===== src/rtl/rx_idle_timer_pkg.sv =====
package rx_idle_timer_pkg;

    typedef enum logic {
        REF_AT_END   = 1'b0,
        REF_AT_START = 1'b1
    } ref_mode_e;

    typedef struct packed {
        logic armed;
    } arm_state_t;

    typedef struct packed {
        logic flag;
    } flag_state_t;

endpackage


===== src/rtl/rx_idle_timer_arm.sv =====
module rx_idle_timer_arm
    import rx_idle_timer_pkg::*;
(
    input  logic clk,
    input  logic rst_n,
    input  logic enable_i,
    input  logic mode_i,
    input  logic start_i,
    input  logic end_i,
    output logic armed_o,
    output logic restart_o
);

    ref_mode_e  mode;
    arm_state_t st_d, st_q;

    assign mode = ref_mode_e'(mode_i);

    always_comb begin
        st_d      = st_q;
        restart_o = 1'b0;
        if (!enable_i) begin
            st_d.armed = 1'b0;
            restart_o  = 1'b1;
        end else if (mode == REF_AT_START) begin
            if (start_i) begin
                st_d.armed = 1'b1;
                restart_o  = 1'b1;
            end
        end else begin
            if (end_i) begin
                st_d.armed = 1'b1;
                restart_o  = 1'b1;
            end else if (start_i) begin
                st_d.armed = 1'b0;
                restart_o  = 1'b1;
            end
        end
    end

    always_ff @(posedge clk or negedge rst_n) begin
        if (!rst_n) st_q <= '0;
        else        st_q <= st_d;
    end

    assign armed_o = st_q.armed;

    // disabling always disarms
    a_r9_disarm_off: assert property (@(posedge clk) disable iff (!rst_n)
        !enable_i |=> !armed_o);

    // standard-mode start bit without end strobe disarms
    a_r3_std_start_disarms: assert property (@(posedge clk) disable iff (!rst_n)
        (enable_i && !mode_i && start_i && !end_i) |=> !armed_o);

    // smart card start bit arms
    a_r4_sc_start_arms: assert property (@(posedge clk) disable iff (!rst_n)
        (enable_i && mode_i && start_i) |=> armed_o);

endmodule


===== src/rtl/rx_idle_timer_count.sv =====
module rx_idle_timer_count #(
    parameter int CNT_W = 24
) (
    input  logic             clk,
    input  logic             rst_n,
    input  logic             run_i,
    input  logic             tick_i,
    input  logic             restart_i,
    input  logic [CNT_W-1:0] limit_i,
    output logic [CNT_W-1:0] cnt_o,
    output logic             hit_o
);

    localparam logic [CNT_W-1:0] ONE = CNT_W'(1);

    typedef struct packed {
        logic [CNT_W-1:0] cnt;
    } cnt_state_t;

    cnt_state_t       st_d, st_q;
    logic             below;
    logic             step;
    logic [CNT_W-1:0] nxt;

    always_comb begin
        st_d  = st_q;
        below = (st_q.cnt < limit_i);
        step  = run_i && tick_i && !restart_i && below;
        nxt   = st_q.cnt + ONE;
        hit_o = 1'b0;
        if (restart_i) begin
            st_d.cnt = '0;
        end else if (step) begin
            st_d.cnt = nxt;
            hit_o    = (nxt == limit_i);
        end
    end

    always_ff @(posedge clk or negedge rst_n) begin
        if (!rst_n) st_q <= '0;
        else        st_q <= st_d;
    end

    assign cnt_o = st_q.cnt;

    // one step per armed tick
    a_r2_single_step: assert property (@(posedge clk) disable iff (!rst_n)
        (run_i && tick_i && !restart_i && cnt_o < limit_i) |=> cnt_o == $past(cnt_o) + ONE);

    // at or above the limit the count holds
    a_r7_no_overflow: assert property (@(posedge clk) disable iff (!rst_n)
        (!restart_i && cnt_o >= limit_i) |=> $stable(cnt_o));

    // restart wins over a tick
    a_r10_restart_wins: assert property (@(posedge clk) disable iff (!rst_n)
        restart_i |=> cnt_o == '0);

    // no tick, no change
    a_r2_no_tick_hold: assert property (@(posedge clk) disable iff (!rst_n)
        (!tick_i && !restart_i) |=> $stable(cnt_o));

endmodule


===== src/rtl/rx_idle_timer_flag.sv =====
module rx_idle_timer_flag
    import rx_idle_timer_pkg::*;
(
    input  logic clk,
    input  logic rst_n,
    input  logic set_i,
    input  logic clr_i,
    output logic flag_o
);

    flag_state_t st_d, st_q;

    always_comb begin
        st_d = st_q;
        if (set_i)      st_d.flag = 1'b1;
        else if (clr_i) st_d.flag = 1'b0;
    end

    always_ff @(posedge clk or negedge rst_n) begin
        if (!rst_n) st_q <= '0;
        else        st_q <= st_d;
    end

    assign flag_o = st_q.flag;

    // sticky without clear
    a_r6_sticky: assert property (@(posedge clk) disable iff (!rst_n)
        (flag_o && !clr_i) |=> flag_o);

    // set beats clear
    a_r6_set_wins: assert property (@(posedge clk) disable iff (!rst_n)
        set_i |=> flag_o);

endmodule


===== src/rtl/rx_idle_timer.sv =====
module rx_idle_timer #(
    parameter int CNT_W = 24
) (
    input  logic             clk,
    input  logic             rst_n,
    input  logic             enable_i,
    input  logic             baud_tick_i,
    input  logic             start_seen_i,
    input  logic             char_end_i,
    input  logic             smartcard_i,
    input  logic             timeout_clr_i,
    input  logic [CNT_W-1:0] limit_i,
    output logic             timeout_o,
    output logic [CNT_W-1:0] idle_cnt_o
);

    logic armed;
    logic restart;
    logic hit;

    rx_idle_timer_arm u_arm (
        .clk       (clk),
        .rst_n     (rst_n),
        .enable_i  (enable_i),
        .mode_i    (smartcard_i),
        .start_i   (start_seen_i),
        .end_i     (char_end_i),
        .armed_o   (armed),
        .restart_o (restart)
    );

    rx_idle_timer_count #(.CNT_W(CNT_W)) u_count (
        .clk       (clk),
        .rst_n     (rst_n),
        .run_i     (armed),
        .tick_i    (baud_tick_i),
        .restart_i (restart),
        .limit_i   (limit_i),
        .cnt_o     (idle_cnt_o),
        .hit_o     (hit)
    );

    rx_idle_timer_flag u_flag (
        .clk    (clk),
        .rst_n  (rst_n),
        .set_i  (hit),
        .clr_i  (timeout_clr_i),
        .flag_o (timeout_o)
    );

    // a zero limit never raises the flag
    a_r8_zero_limit_quiet: assert property (@(posedge clk) disable iff (!rst_n)
        (!timeout_o && limit_i == '0) |=> !timeout_o);

    // disabled means zero count
    a_r9_off_zero: assert property (@(posedge clk) disable iff (!rst_n)
        !enable_i |=> idle_cnt_o == '0);

    // the flag rises only with the count at the limit
    a_r5_rise_at_limit: assert property (@(posedge clk) disable iff (!rst_n)
        $rose(timeout_o) |-> idle_cnt_o == $past(limit_i));

endmodule


===== config.mk =====
export PLATFORM = sky130hd
export DESIGN_NAME = rx_idle_timer
export DESIGN_NICKNAME = d
export VERILOG_FILES = /design/src/rtl/rx_idle_timer_pkg.sv /design/src/rtl/rx_idle_timer_arm.sv /design/src/rtl/rx_idle_timer_count.sv /design/src/rtl/rx_idle_timer_flag.sv /design/src/rtl/rx_idle_timer.sv
export SDC_FILE = /design/constraint.sdc
export NUM_CORES = 1
export LEC_CHECK = 0
export BUFFER_PORTS_ARGS = -buffer_cell sky130_fd_sc_hd__buf_2
export CAP_MARGIN = 20
export CORE_ASPECT_RATIO = 0.7
export CORE_MARGIN = 2
export CORE_UTILIZATION = 50
export CTS_BUF_LIST = sky130_fd_sc_hd__clkbuf_2 sky130_fd_sc_hd__clkbuf_4 sky130_fd_sc_hd__clkbuf_8
export DETAILED_ROUTE_END_ITERATION = 12
export PLACE_DENSITY_LB_ADDON = 0.25
export SLEW_MARGIN = 25
export SYNTH_ARGS = -nofsm -noshare
export SYNTH_HDL_FRONTEND = slang
export SYNTH_HIERARCHICAL = 1
export SYNTH_SLANG_ARGS = --single-unit
export TNS_END_PERCENT = 10

===== constraint.sdc =====
create_clock -name clk -period 4.5 [get_ports clk]
set_input_delay 0.45 -clock clk [delete_from_list [all_inputs] [get_ports clk]]
set_output_delay 0.45 -clock clk [all_outputs]
set_load 0.005 [all_outputs]

---- Word-level counts from Yosys, hierarchy flattened ----
Index checks and enable logic that the tools add are counted.
word-level totals
  register bits ........................... 26
  latch bits .............................. 0
  bits in writable memories ............... 0
  bits in read-only memories .............. 0
  bits of input ports ..................... 32
  logic and storage cells ................. 30
  memories kept ........................... 0
operators by class
  $add $sub $neg .......................... 1
  $mul .................................... 0
  div/mod/pow operators ................... 0
  magnitude comparators ................... 1
  eq/ne operators ......................... 3
  shift operators ......................... 0
  mux-type cells .......................... 15
  bitwise operators ....................... 0
  reductions and logical operators ........ 7
operators by type and width
  operator                                                                  count
  24-bit 2-to-1 mux                                                         2
  24-bit by 1-bit adder with 24-bit output (second input constant)          1
  24-bit == test                                                            1
  24-bit less-than comparator                                               1
  1-bit 2-to-1 mux                                                          13
  2-bit nonzero test                                                        2
  1-bit logical AND                                                         3
  3-bit by 1-bit inequality test with 1-bit output (second input constant)  1
  3-bit inequality test (second input constant)                             1
  2-bit AND reduction                                                       1
  1-bit zero test                                                           1

---- Longest topological paths before layout ----
Gate-level depths: netlist of the first run.
  word-level depth ........................ 10
  depth in mapped cells ................... 11
  mapped depth without buffers ............ 9

---- Modules after synthesis ----
Netlist of the first run, hierarchy kept.
modules (own cells, without submodules)
  module               instances  cells each  area each (µm²)
  rx_idle_timer_count  1          296         2517.4
  rx_idle_timer_arm    1          5           56.3
  rx_idle_timer_flag   1          3           36.3

---- Worst setup path before layout of the first run ----
Ideal clock, no wire load.
  path kind ............................... input -> register
  start point ............................. input port limit_i[13]
  end point ............................... register u_count.st_q, in the netlist u_count/cnt_o[8]
  library setup time ...................... 127 ps
  data arrival time ....................... 2396 ps
  slack ................................... 1977 ps
  stages on the path ...................... 11
  cell sequence ........................... inv_1 ha_1 a21o_1 a21o_1 a221oi_1 nor3_1 nor3_1 buf_2 nor2_1 clkbuf_1 a221o_2
on the way
  longest elaborated chain between the ends .. 3
RTL lines
  what                                 line                       RTL
  start, declared                      rx_idle_timer.sv:12        input logic [CNT_W-1:0] limit_i,
  24-bit less-than comparator          rx_idle_timer_count.sv:27  below = (st_q.cnt < limit_i);
  1-bit logical AND                    rx_idle_timer_count.sv:28  step = run_i && tick_i && !restart_i && below;
  2-bit nonzero test (no source line)  --
  end signal, assigned                 rx_idle_timer_count.sv:41  else st_q <= st_d;
  end, declared                        rx_idle_timer_count.sv:20  cnt_state_t st_d, st_q;
No other way between the ends.
A chain may end at the register's enable or synchronous reset.

---- Worst setup path in the final report of the first run ----
  start point ............................. register u_count.st_q, in the netlist u_count/cnt_o[2]
  end point ............................... register u_flag.st_q, in the netlist u_flag/flag_o
on the way
  longest elaborated chain between the ends .. 5
  elaborated cells between the ends (all ways) .. 8
  classes of those cells .................. add/sub (1); order compare (1); eq/ne (1); mux (3); reduce/logical (2)
RTL lines
  what                                                                                     line                                                  RTL
  24-bit by 1-bit adder with 24-bit output or 24-bit less-than comparator (tied branches)  rx_idle_timer_count.sv:29, rx_idle_timer_count.sv:27
  24-bit == test or 1-bit logical AND (tied branches)                                      rx_idle_timer_count.sv:35, rx_idle_timer_count.sv:28
  1-bit 2-to-1 mux *                                                                       rx_idle_timer_count.sv:33                             end else if (step) begin
  1-bit 2-to-1 mux *                                                                       rx_idle_timer_count.sv:31                             if (restart_i) begin
  named net hit                                                                            rx_idle_timer.sv:19                                   logic hit;
  1-bit 2-to-1 mux or 2-bit nonzero test (tied branches)                                   --
  end signal, assigned                                                                     rx_idle_timer_flag.sv:21                              else st_q <= st_d;
  end, declared                                                                            rx_idle_timer_flag.sv:11                              flag_state_t st_d, st_q;
The timed path passes the listed nets; every way through them passes the cells marked *.

==> results of run 1 <==
-- Yosys cell counts (3+ instances only) --
library cell / instances / area (µm²)
sky130_fd_sc_hd__nor2_1: 18 / 67.56
sky130_fd_sc_hd__nand4_1: 8 / 50.05
sky130_fd_sc_hd__and4_1: 3 / 26.28
sky130_fd_sc_hd__ha_1: 25 / 312.8
sky130_fd_sc_hd__or3_1: 3 / 18.77
sky130_fd_sc_hd__nand3_1: 15 / 75.07
sky130_fd_sc_hd__dfrtp_1: 26 / 650.6
sky130_fd_sc_hd__a221o_1: 9 / 90.09
sky130_fd_sc_hd__xor2_1: 12 / 105.1
sky130_fd_sc_hd__nand2b_1: 4 / 25.02
sky130_fd_sc_hd__buf_2: 3 / 15.01
sky130_fd_sc_hd__clkbuf_1: 5 / 18.77
sky130_fd_sc_hd__a211o_1: 5 / 43.79
sky130_fd_sc_hd__nor4_1: 6 / 37.54
sky130_fd_sc_hd__nor2b_1: 3 / 18.77
sky130_fd_sc_hd__a21o_1: 8 / 60.06
sky130_fd_sc_hd__nand2_1: 14 / 52.55
sky130_fd_sc_hd__mux2i_1: 5 / 50.05
sky130_fd_sc_hd__o21ai_0: 5 / 25.02
sky130_fd_sc_hd__a21oi_1: 11 / 55.05
sky130_fd_sc_hd__and3_1: 14 / 87.58
sky130_fd_sc_hd__xnor2_1: 24 / 210.2
sky130_fd_sc_hd__nor3_1: 11 / 55.05
sky130_fd_sc_hd__nor3b_1: 5 / 37.54
sky130_fd_sc_hd__inv_1: 30 / 112.6
-- cells by family (layout without fill, tap and decap cells) --
kind of cell	Yosys count	after routing	synth area share, %
AO/OA/AOI/OAI	53	53	15.39
XOR/XNOR	37	37	12.94
adder cells (fa/ha/maj)	25	25	11.98
buffers and inverters	41	92	6.615
flip-flops	26	26	24.93
multiplexers	7	7	2.780
AND/OR/NAND/NOR	115	115	25.36
-- path summary, 6_finish.rpt --
kind                                               from                       endpoint  depth (start not counted)
setup / recovery           u_count/cnt_o[2]$_DFFE_PN0P_      u_flag/flag_o$_DFFE_PN0P_                          8
hold / removal                                    rst_n  u_count/cnt_o[10]$_DFFE_PN0P_                          1
setup reg to reg           u_count/cnt_o[2]$_DFFE_PN0P_      u_flag/flag_o$_DFFE_PN0P_                          8
hold reg to reg               u_flag/flag_o$_DFFE_PN0P_      u_flag/flag_o$_DFFE_PN0P_                          1
max in group asynchronous                         rst_n   u_count/cnt_o[2]$_DFFE_PN0P_                          1
min in group clk                               enable_i      u_arm/armed_o$_DFFE_PN0P_                          2
-- power breakdown --
| group | total, µW | switching, µW | internal, µW |
|---|---|---|---|
| clock network | 197 | 77.9 | 119 |
| logic | 75.5 | 42.3 | 33.2 |
| registers | 235 | 0.738 | 234 |
| total | 508 | 121 | 387 |
-- routing by layer --
| metal | track usage [%] | vias up |
|---|---|---|
| met4 | 5.769 | 0 |
| met5 | 0 | - |
| met3 | 3.837 | 8 |
| met2 | 35.62 | 96 |
| li1 | - | 1205 |
| met1 | 36.02 | 1202 |
-- state kept, by name (all words and copies together), names as in the netlist --
register,count
u_count/cnt_o,24
u_arm/armed_o,1
u_flag/flag_o,1
-- metrics by stage --
stage	instance area (µm²)	setup WS, ns	instances
floorplan	2610	1.977	304
global placement	2937	1.485	420
detailed placement	2937	1.386	420
CTS	3008	1.353	424
global route	3008	1.025	424
finish	3008	1.288	424
-- area by class of cell --
| type | count | area (µm²) | area share [%] |
|---|---|---|---|
| tap | 69 | 86.33 | 2.870 |
| inverter | 30 | 112.6 | 3.744 |
| clock buffer | 3 | 41.29 | 1.373 |
| clock inverter | 1 | 30.03 | 0.9983 |
| multi-input combinational | 237 | 1792 | 59.57 |
| timing repair buffer | 58 | 295.3 | 9.817 |
| sequential | 26 | 650.6 | 21.63 |
-- worst max-delay path, cell delays in order (launching register included) --
cell,delay [ns]
sky130_fd_sc_hd__dfrtp_1,0.60
sky130_fd_sc_hd__nand3_1,0.27
sky130_fd_sc_hd__or3_1,0.50
sky130_fd_sc_hd__or4_1,0.60
sky130_fd_sc_hd__xnor2_1,0.17
sky130_fd_sc_hd__nor4_1,0.44
sky130_fd_sc_hd__nand4_1,0.19
sky130_fd_sc_hd__nor4_2,0.28
sky130_fd_sc_hd__a21o_1,0.11
==> flow_results.org, run 1 <==
** STA
- The worst path uses 71.38% of the clock period.
- Setup-failing EPs final :: 0
- Total count of hold-check failures in the final report :: 0
- Worst slew pin tran :: 0.8066 ns
- Skew final :: 0.008037 ns
- Setup repair after global routing missed its margin :: no
- Across all hold checks on the routed design, the worst slack comes to 0.1653 ns.
- Summed negative setup slack over all endpoints :: 0 ns
- The number of pins with negative max-slew slack in the final report came to 0.
- The clock period could shrink to 3.212 ns.
- Maximum clock frequency :: 311.3 MHz
- Headroom to the max-slew limit came out at 45.73%.

** Synth
- Cells after synthesis :: 304
- Sequential-to-total area share from yosys stat :: 24.93%
- In this run the mean area of a mapped cell was 8.586 µm².
- Async set or reset register ratio after synthesis :: 100.0%
- Leading register cell type out of synthesis :: sky130_fd_sc_hd__dfrtp_1
- Post-synthesis net count :: 361
- After synthesis the netlist holds a flip-flop and latch count of 26.
- The Yosys step of the flow raised 6 warnings.
- Cell area after synthesis :: 0.002610 mm²
- Synthesis instantiated 52 different standard cells from the library.
- Number of enable flip-flop cells after synthesis :: 0

** Clock tree
- Setup repair bufs after CTS :: 0
- Clock latency on the worst-skew pair, taken at its later pin, is 0.28 ns.
- Largest buffer count on any clock path :: 2
- Hold repair after CTS inserted 0 buffers.
- In this run the number of H-tree levels came out at 1.
- For this design, the sink count on the clock tree is 26.
- Post-CTS repair changed the size of 0 cells.
- Clock transition time at the flip-flop clock pins of the worst setup and hold paths :: 0.10 ns
- Clock Tree Root :: sky130_fd_sc_hd__clkbuf_8
- Number of clock buffers inserted by TritonCTS :: 3
- Clock tree from TritonCTS :: yes

** Detailed routing
- Mean number of vias per cell :: 5.922
- Dividing the detail-routed wire length by the instance count gives 16.12 µm.
- For this block, wires on met1 add up to 3321 µm.
- Routed wire length on met3 :: 490 µm
- The first detailed-routing pass ran for 5 iterations.
- Drc violations :: 0
- Number of nets with antenna violations after routing :: 0
- For this block, the initial DRC count from the detailed router was 208.
- The detailed router used layers up to and including met4.
- Final wirelength :: 6835 µm
- Detailed routing placed a total of 2940 µm of wire on met2.
- The detailed router placed 2511 vias in this run.

** Critical path
- At the worst endpoint, the arrival time is 3.43 ns.
- The worst register-to-register path has a setup slack of 1.29 ns.
- Type of the setup path with the least slack :: register to register
- For the worst setup path, the data required time is 4.72 ns.
- Max Fanout on Critical Path :: 12
- The worst setup path is captured at a register.
- CP Launch Type :: register

** Floorplanning
- The core region is 0.004913 mm².
- The floorplan step defined a die boundary enclosing 0.005823 mm².
- Y dimension of the die :: 64.45 µm
- Number of rows in the core area :: 21
- Starting utilization of the core area :: 53.12%
- 57 I/O pins were placed.
- The floorplan step set the die width to 90.36 µm.

** Layout
- The net count of the finished layout is 413.
- # diodes :: 0
- Fillcell total :: 466
- Relative to the synthesized area, the layout overhead comes to 15.24%.
- Leaving out fill and tap cells, the most frequent cell in the layout is sky130_fd_sc_hd__buf_2.
- In the layout the commonest cells are 56 x sky130_fd_sc_hd__buf_2, 30 x sky130_fd_sc_hd__inv_1, 26 x sky130_fd_sc_hd__dfrtp_1, 25 x sky130_fd_sc_hd__ha_1, 24 x sky130_fd_sc_hd__xnor2_1.
- Share of post-route cells with drive strength above 1 :: 20.85%
- Cells fill 61.22% of the core in the end.

** Placed design
- Half-perimeter wire length after detailed placement :: 5224 µm
- I/O Buffers :: 56
- Placer's final routability congestion estimate :: 0.9063

** Power
- Overall power consumption :: 507.6 µW
- Worst IR Drop VDD :: 109.4 µV
- PD cells :: 168.7 mW/mm²
- For this design the static power due to leakage is 0.001642 µW.

** Job
- Max cap viols :: 0

** Global routing
- The via count of the first global-routing pass was 2207.
- Number of antenna violations at the first check in global routing :: 0
- Pin count of the biggest net entering global routing :: 29
- Global routing consumed, over all layers together, 23.84% of the routing resources.
- Residual overflow from global routing :: 0
- The first global-routing pass estimated 11010 µm of wire.

** Worst hold path
- HP Class :: primary input to async pin

** Outcome
- The run finished with clean final reports.
Note: power is estimated with default switching activity, not from simulation.
==> run 2: changes to the inputs <==
==> constraint.sdc (replaced) <==
create_clock -name clk -period 3.3 [get_ports clk]
set_input_delay 0.33 -clock clk [delete_from_list [all_inputs] [get_ports clk]]
set_output_delay 0.33 -clock clk [all_outputs]
set_load 0.005 [all_outputs]
==> run 2 against run 1 <==
Effect of this change: cell area up 3.5%; hold slack worse by 0.11 ns; first-iteration DRC count down 25%; clock skew down 0.0014 ns; clock-buffer cell count unchanged; worst setup slack worse by 1.1 ns; cell count up 3.3%; power up 38%; register-to-register slack worse by 1.1 ns; clock power up 41%; combinational power up 36%.
==> flow_results.org, run 2 (synthesis gave the netlist of run 1 again) <==
** Floorplanning
- The area of the core region came to 0.004913 mm² (unchanged).
- Starting utilization of the core area :: 53.12% (unchanged)
- Die area :: 0.005823 mm² (unchanged)
- Number of top-level pins :: 57 (unchanged)
- The vertical extent of the die came to 64.45 µm (unchanged).
- The horizontal die dimension came to 90.36 µm (unchanged).
- The standard-cell row count was 21 (unchanged).

** STA
- Setup repair after global routing left no endpoint under its margin.
- The minimum clock period came to 3.124 ns (-0.08833 ns).
- Setup-failing EPs final :: 0 (unchanged)
- Slew Viols, Final :: 0 (unchanged)
- The worst hold slack after final layout was 0.05051 ns (-0.1148 ns).
- The upper clock frequency limit came to 320.1 MHz (+2.8%).
- The setup skew after layout came to 0.006684 ns (-0.001353 ns).
- The worst-margin pin slew came to 0.7073 ns (-0.09925 ns).
- The period utilization came to 94.66% (+23 points).
- The count of final hold-check violations was 0 (unchanged).
- Summed negative setup slack over all endpoints :: 0 ns (unchanged)
- The max-slew headroom at the worst pin was 52.67% (+6.9 points).

** Detailed routing
- The number of nets still failing antenna checks after routing came to 0 (unchanged).
- The final wirelength came to 6932 µm (+1.4%).
- 1st-iter DRT viols :: 157 (-25%)
- Drc violations :: 0 (unchanged)
- The detailed-routing iteration count for the pre-antenna-repair pass is 5 (unchanged).
- Average wire per cell in the routed design :: 15.83 µm (-1.8%)
- Vias after detailed routing :: 2522 (+0.44%)
- The via density per instance is 5.758 (-2.8%).

** Power
- Worst IR Drop VDD :: 171.5 µV (+57%)
- The combinational share of power was 14.7% (-0.2 points).
- Switching part of the total power :: 24.76% (+0.93 points)
- Lkg Pwr :: 0.001719 µW (+4.7%)
- The clock network fraction of design power was 39.6% (+0.8 points).
- Power dissipated by switching net loads :: 173.8 µW (+44%)
- Overall power consumption :: 701.7 µW (+38%)
- Power share of the sequential group :: 45.7% (-0.6 points)
- The cell-internal power is 527.9 µW (+37%).
- PD cells :: 225.4 mW/mm² (+34%)

** Clock tree
- The clock latency on the worst-skew pair was 0.29 ns (about the same).
- TritonCTS built the clock tree.
- The maximum root-to-sink buffer count was 2 (unchanged).
- The hold buffer count at CTS came to 0 (unchanged).
- The total clock buffers created by CTS is 3 (unchanged).
- The clock input transition at the sequential cells of the worst setup and hold paths is 0.10 ns (about the same).
- CTS H-Tree Depth :: 1 (unchanged)
- Setup repair bufs after CTS :: 0 (unchanged)
- The number of gates resized after CTS is 0 (unchanged).
- The clock sink count came to 26 (unchanged).
- Clock Tree Root :: sky130_fd_sc_hd__clkbuf_8

** Global routing
- The initial antenna violation count was 0 (unchanged).
- The all-layer global routing usage is 24.73% (+0.89 points).
- First-pass GRT wire length :: 11520 µm (+4.6%)
- The remaining global-route overflow came to 0 (unchanged).
- The largest net degree at the start of global routing is 29 (unchanged).
- Number of global-route vias before repair :: 2321 (+5.2%)

** Layout
- # diodes :: 0 (unchanged)
- The share of layout cells above drive strength 1 was 23.85% (+3.0 points).
- Commonest non-fill, non-tap cell in the layout :: sky130_fd_sc_hd__buf_2
- The area growth from synthesis to layout is 19.27%.
- The top cell types in the final layout, fill and taps aside, are 56 x sky130_fd_sc_hd__buf_2, 30 x sky130_fd_sc_hd__inv_1, 26 x sky130_fd_sc_hd__dfrtp_1, 25 x sky130_fd_sc_hd__ha_1, 24 x sky130_fd_sc_hd__xnor2_1.
- The number of flip-flops under the largest register name came to 24 (unchanged).
- Fillcell total :: 460 (-1.3%)
- Final non-filler cell area :: 0.003113 mm² (+3.5%)
- Net count of the finished layout :: 427 (+3.4%)

** Critical path
- On the critical path the largest part of the delay comes from simple AND/OR/NAND/NOR gates.
- The peak fanout along the critical path came to 11 (-1).
- The signal on the critical path passes through buf_4 -> nand3_1 -> or3_1 -> or4_1 -> xnor2_1 -> nor4_1 -> nand4_1 -> nor4_2 -> a21o_1.
- The required time of the worst setup path came to 3.53 ns (-1.19 ns).
- The worst setup path is of the register to register kind.
- The largest incremental delay on the critical path came to 0.60 ns (about the same).
- Endpoint class of the critical path :: register
- On the critical path, the stage with the largest delay is an instance of sky130_fd_sc_hd__or4_1.
- CP Launch Type :: register
- The number of buffer and inverter instances along the worst setup path came to 1 (+1).
- Arrival time of the worst setup path :: 3.36 ns (-0.07 ns)

** Outcome
- The flow ran to the end, and the final reports show no timing, DRC or antenna violations.

** Placed design
- Placer's final routability congestion estimate :: 0.9040 (-0.25%)
- The total cell area at the placement stage came to 0.003042 mm² (+3.6%).
- I/O Buffers :: 56 (unchanged)
- Half-perimeter wire length after detailed placement :: 5394 µm (+3.3%)

** Job
- Max cap viols :: 0 (unchanged)

** Worst hold path
- HP Class :: primary input to async pin
## run 2: worst reg2reg max path, cell delays in order, from the launching register on
cell,delay (ns)
sky130_fd_sc_hd__dfrtp_1,0.37
sky130_fd_sc_hd__buf_4,0.19
sky130_fd_sc_hd__nand3_1,0.18
sky130_fd_sc_hd__or3_1,0.48
sky130_fd_sc_hd__or4_1,0.60
sky130_fd_sc_hd__xnor2_1,0.17
sky130_fd_sc_hd__nor4_1,0.45
sky130_fd_sc_hd__nand4_1,0.17
sky130_fd_sc_hd__nor4_2,0.33
sky130_fd_sc_hd__a21o_1,0.12
## run 2: layout make-up
| type | instances | area, µm² | area share [%] |
|---|---|---|---|
| clock inverters | 1 | 30.03 | 0.9646 |
| flip-flops and latches | 26 | 650.6 | 20.90 |
| clock buffers | 3 | 41.29 | 1.326 |
| inverters | 30 | 112.6 | 3.617 |
| multi-input cells | 237 | 1792 | 57.56 |
| well taps | 69 | 86.33 | 2.773 |
| repair buffers | 72 | 400.4 | 12.86 |
## run 2: power by group through the flow
| stage | combinational, µW | sequential, µW | clock, µW |
|---|---|---|---|
| after floorplan | 56.2 | 327 | 0 |
| after global placement | 99.7 | 327 | 0 |
| after detailed placement | 103 | 327 | 0 |
| after CTS | 104 | 321 | 284 |
| after global routing | 116 | 321 | 300 |
| final | 103 | 321 | 278 |
## run 2: path summary, 6_finish.rpt
path	startpoint	endpoint	slack (ns)	depth (start not counted)
worst max-delay path	u_count/cnt_o[2]$_DFFE_PN0P_	u_flag/flag_o$_DFFE_PN0P_	0.18	9
worst min-delay path	rst_n	u_count/cnt_o[8]$_DFFE_PN0P_	0.05	1
worst max register to register	u_count/cnt_o[2]$_DFFE_PN0P_	u_flag/flag_o$_DFFE_PN0P_	0.18	9
worst min register to register	u_flag/flag_o$_DFFE_PN0P_	u_flag/flag_o$_DFFE_PN0P_	0.48	1
max in group asynchronous	rst_n	u_count/cnt_o[13]$_DFFE_PN0P_	2.84	1
min in group clk	enable_i	u_arm/armed_o$_DFFE_PN0P_	0.30	2
## run 2: metal layers
metal | wire (µm) | track usage, % | up-vias
li1 | - | - | 1242
met5 | 0 | 0 | -
met4 | 67 | 6.731 | 0
met3 | 472 | 4.186 | 6
met2 | 2931 | 36.84 | 91
met1 | 3461 | 37.01 | 1183
## run 2: through the flow
stage / instances / setup WS [ns] / utilization (%)
floorplan: 304 / 0.8173 / -
global route: 438 / 0.07132 / 63.36
finish: 438 / 0.1762 / 63.36
detailed placement: 434 / 0.3203 / 61.90
global placement: 434 / 0.3235 / 61.90
CTS: 438 / 0.2605 / 63.36
==> run 3: changes to the inputs <==
--- a/config.mk
+++ b/config.mk
@@ -5,9 +5,9 @@
 export SDC_FILE = /design/constraint.sdc
 export NUM_CORES = 1
 export LEC_CHECK = 0
-export BUFFER_PORTS_ARGS = -buffer_cell sky130_fd_sc_hd__buf_2
+export BUFFER_PORTS_ARGS = -buffer_cell sky130_fd_sc_hd__buf_4
 export CAP_MARGIN = 20
-export CORE_ASPECT_RATIO = 0.7
+export CORE_ASPECT_RATIO = 0.8
 export CORE_MARGIN = 2
 export CORE_UTILIZATION = 50
 export CTS_BUF_LIST = sky130_fd_sc_hd__clkbuf_2 sky130_fd_sc_hd__clkbuf_4 sky130_fd_sc_hd__clkbuf_8
==> run 3 against run 2 <==
Effect of this change: global-route usage increased by 0.33 points; via count up 0.36%; sequential share of layout area down 0.91 points; first-iteration DRC count fell by 8.9%; cell area rose by 4.5%; fmax increased by 3.2%; clock skew is essentially flat; clock power hardly changed; critical path type unchanged; critical endpoint unchanged.
==> flow_results.org, run 3 (synthesis gave the netlist of run 1 again) <==
** Layout
- The number of fill cells was 446 (-3.0%).
- Number of flip-flops under the largest register name :: 24 (unchanged)
- The library cell used most frequently in the layout, excluding fill and tap cells, is sky130_fd_sc_hd__buf_4.
- Net count of the finished layout :: 428 (+0.23%)
- Relative to the synthesized area, the layout overhead comes to 24.69%.
- # diodes :: 0 (unchanged)
- Layout Utilization :: 64.99% (+1.6 points)
- Leading cell types in the layout, fill and taps excluded :: 72 x sky130_fd_sc_hd__buf_4, 30 x sky130_fd_sc_hd__inv_1, 26 x sky130_fd_sc_hd__dfrtp_1, 25 x sky130_fd_sc_hd__ha_1, 24 x sky130_fd_sc_hd__xnor2_1
- The share of layout cells above drive strength 1 is 23.78% (-0.064 points).

** Power
- The total power after layout was 711.9 µW (+1.5%).
- Worst IR Drop VDD :: 204.7 µV (+19%)
- The cell area power density is 218.8 mW/mm² (-2.9%).
- The fraction of power consumed by sequential logic came to 45.0% (-0.7 points).
- The static leakage is 0.001746 µW (+1.6%).
- Gate power share :: 16.2% (+1.5 points)
- Part of the total power dissipated in the clock network :: 38.8% (-0.8 points)
- Power dissipated by switching net loads :: 172.1 µW (-0.98%)
- Internal portion of total power :: 539.9 µW (+2.3%)
- Switching part of the total power :: 24.17% (-0.60 points)

** STA
- Relative slew margins :: 55.15% (+2.5 points)
- Final worst path period need :: 3.028 ns (-0.09551 ns)
- Total count of hold-check failures in the final report :: 0 (unchanged)
- The final count of negative-setup-slack endpoints was 0 (unchanged).
- The upper clock frequency limit came to 330.2 MHz (+3.2%).
- Setup repair after global routing missed its margin :: no
- Share of the cycle needed by the critical path after routing :: 91.77% (-2.9 points)
- The total negative slack for setup checks is 0 ns (unchanged).
- Skew final :: 0.007158 ns (+0.0004736 ns)
- The number of pins with negative max-slew slack in the final report was 0 (unchanged).
- Worst slew pin tran :: 0.6728 ns (-0.03454 ns)

** Clock tree
- Setup repair bufs after CTS :: 0 (unchanged)
- The clock latency on the worst-skew pair was 0.28 ns (about the same).
- The CTS H-tree depth came to 1 (unchanged).
- The number of gates resized after CTS is 0 (unchanged).
- Clock transition time at the flip-flop clock pins of the worst setup and hold paths :: 0.10 ns (about the same)
- Clock Tree Root :: sky130_fd_sc_hd__clkbuf_8
- Clock sink count :: 26 (unchanged)
- Number of clock buffers inserted by TritonCTS :: 3 (unchanged)
- Largest buffer count on any clock path :: 2 (unchanged)
- Post-CTS Hold Fix Bufs :: 1 (+1)
- Clock tree from TritonCTS :: yes

** Detailed routing
- Average wire per cell in the routed design :: 16.00 µm (+1.1%)
- First-pass DRT Iterations :: 4 (-1)
- The total vias in the final route is 2531 (+0.36%).
- The via density per instance is 5.859 (+1.8%).
- The number of nets still failing antenna checks after routing came to 0 (unchanged).
- Final wirelength :: 6914 µm (-0.26%)
- The initial DRC count was 143 (-8.9%).
- The number of remaining DRC errors came to 0 (unchanged).

** Critical path
- Type of the setup path with the least slack :: register to register
- Arrival time of the worst setup path :: 3.26 ns (-0.10 ns)
- Max Fanout on Critical Path :: 9 (-2)
- CP Launch Type :: register
- The required time of the worst setup path is 3.53 ns (about the same).
- Endpoint class of the critical path :: register

** Global routing
- The met1 track demand over resource is 35.48% (-1.5 points).
- Residual overflow from global routing :: 0 (unchanged)
- The largest net degree at the start of global routing came to 29 (unchanged).
- The via count of the first global-routing pass was 2336 (+0.65%).
- The all-layer global routing usage was 25.07% (+0.33 points).
- Number of antenna violations at the first check in global routing :: 0 (unchanged)
- First-pass GRT wire length :: 11490 µm (-0.24%)
- Global-route track usage on met3 :: 3.929% (-0.26 points)
- Busiest metal layer after global routing :: met2
- The met2 capacity usage during global routing is 40.94% (+4.1 points).

** Placed design
- The count of input and output buffers came to 56 (unchanged).
- Placer's final routability congestion estimate :: 0.8873 (-1.8%)
- The detailed placer's ending HPWL is 5355 µm (-0.72%).

** Floorplanning
- Number of top-level pins :: 57 (unchanged)
- Die area :: 0.005817 mm² (-0.11%)
- The starting density of the core was 52.12% (-1.0 points).
- Y dimension of the die :: 68.62 µm (+6.5%)
- The standard-cell row count is 23 (+9.5%).
- The horizontal die dimension was 84.78 µm (-6.2%).
- The area of the core region is 0.005007 mm² (+1.9%).

** Worst hold path
- The worst hold path belongs to the class primary input to register.

** Job
- The max capacitance violation total was 0 (unchanged).

** Outcome
- Outcome :: completed
[run 3: worst paths after layout]
| path | slack, ns | cells past startpoint | to | startpoint |
|---|---|---|---|---|
| setup / recovery | 0.27 | 8 | u_flag/flag_o$_DFFE_PN0P_ | u_count/cnt_o[5]$_DFFE_PN0P_ |
| hold / removal | 0.30 | 2 | u_arm/armed_o$_DFFE_PN0P_ | enable_i |
| setup reg to reg | 0.27 | 8 | u_flag/flag_o$_DFFE_PN0P_ | u_count/cnt_o[5]$_DFFE_PN0P_ |
| hold reg to reg | 0.49 | 1 | u_flag/flag_o$_DFFE_PN0P_ | u_flag/flag_o$_DFFE_PN0P_ |
| max in group asynchronous | 2.53 | 2 | u_count/cnt_o[19]$_DFFE_PN0P_ | rst_n |
| min in group asynchronous | 0.49 | 2 | u_count/cnt_o[10]$_DFFE_PN0P_ | rst_n |
[run 3: metrics by stage]
| step | cells | worst slack, ns | hold slack, ns | instance area, µm² |
|---|---|---|---|---|
| CTS | 432 | 0.3216 | 0.2966 | 3254 |
| global placement | 427 | 0.3876 | 0.2732 | 3173 |
| floorplan | 304 | 0.8173 | 0.03441 | 2610 |
| detailed placement | 427 | 0.3626 | 0.2687 | 3173 |
| global route | 432 | 0.08745 | 0.2945 | 3254 |
| finish | 432 | 0.2717 | 0.2974 | 3254 |
[run 3: final cells by class]
class                           count  area, µm²  area share, %
Clock buffer                        3      41.29          1.269
Clock inverter                      1      30.03         0.9227
Inverter                           30      112.6          3.460
Multi-Input combinational cell    237       1792          55.06
Sequential cell                    26      650.6          19.99
Tap cell                           62      77.57          2.384
Timing Repair Buffer               73      550.5          16.92
[run 3: worst max-delay path: stages (launching register included)]
cell,delay [ns]
sky130_fd_sc_hd__dfrtp_1,0.54
sky130_fd_sc_hd__nand4_1,0.24
sky130_fd_sc_hd__or3_1,0.49
sky130_fd_sc_hd__or4_1,0.57
sky130_fd_sc_hd__xnor2_1,0.16
sky130_fd_sc_hd__nor4_1,0.40
sky130_fd_sc_hd__nand4_1,0.16
sky130_fd_sc_hd__nor4_2,0.30
sky130_fd_sc_hd__a21o_1,0.12
[run 3: power by group through the flow]
stage               clock, µW  sequential, µW  combinational, µW
floorplan                   0             327               56.2
global placement            0             327                112
detailed placement          0             327                114
CTS                       282             321                116
global route              298             321                129
finish                    276             321                115
[run 3: per-layer routing]
layer	routed length [µm]	vias up
li1	-	1240
met1	3203	1184
met2	3136	99
met3	501	8
met4	73	0
met5	0	-
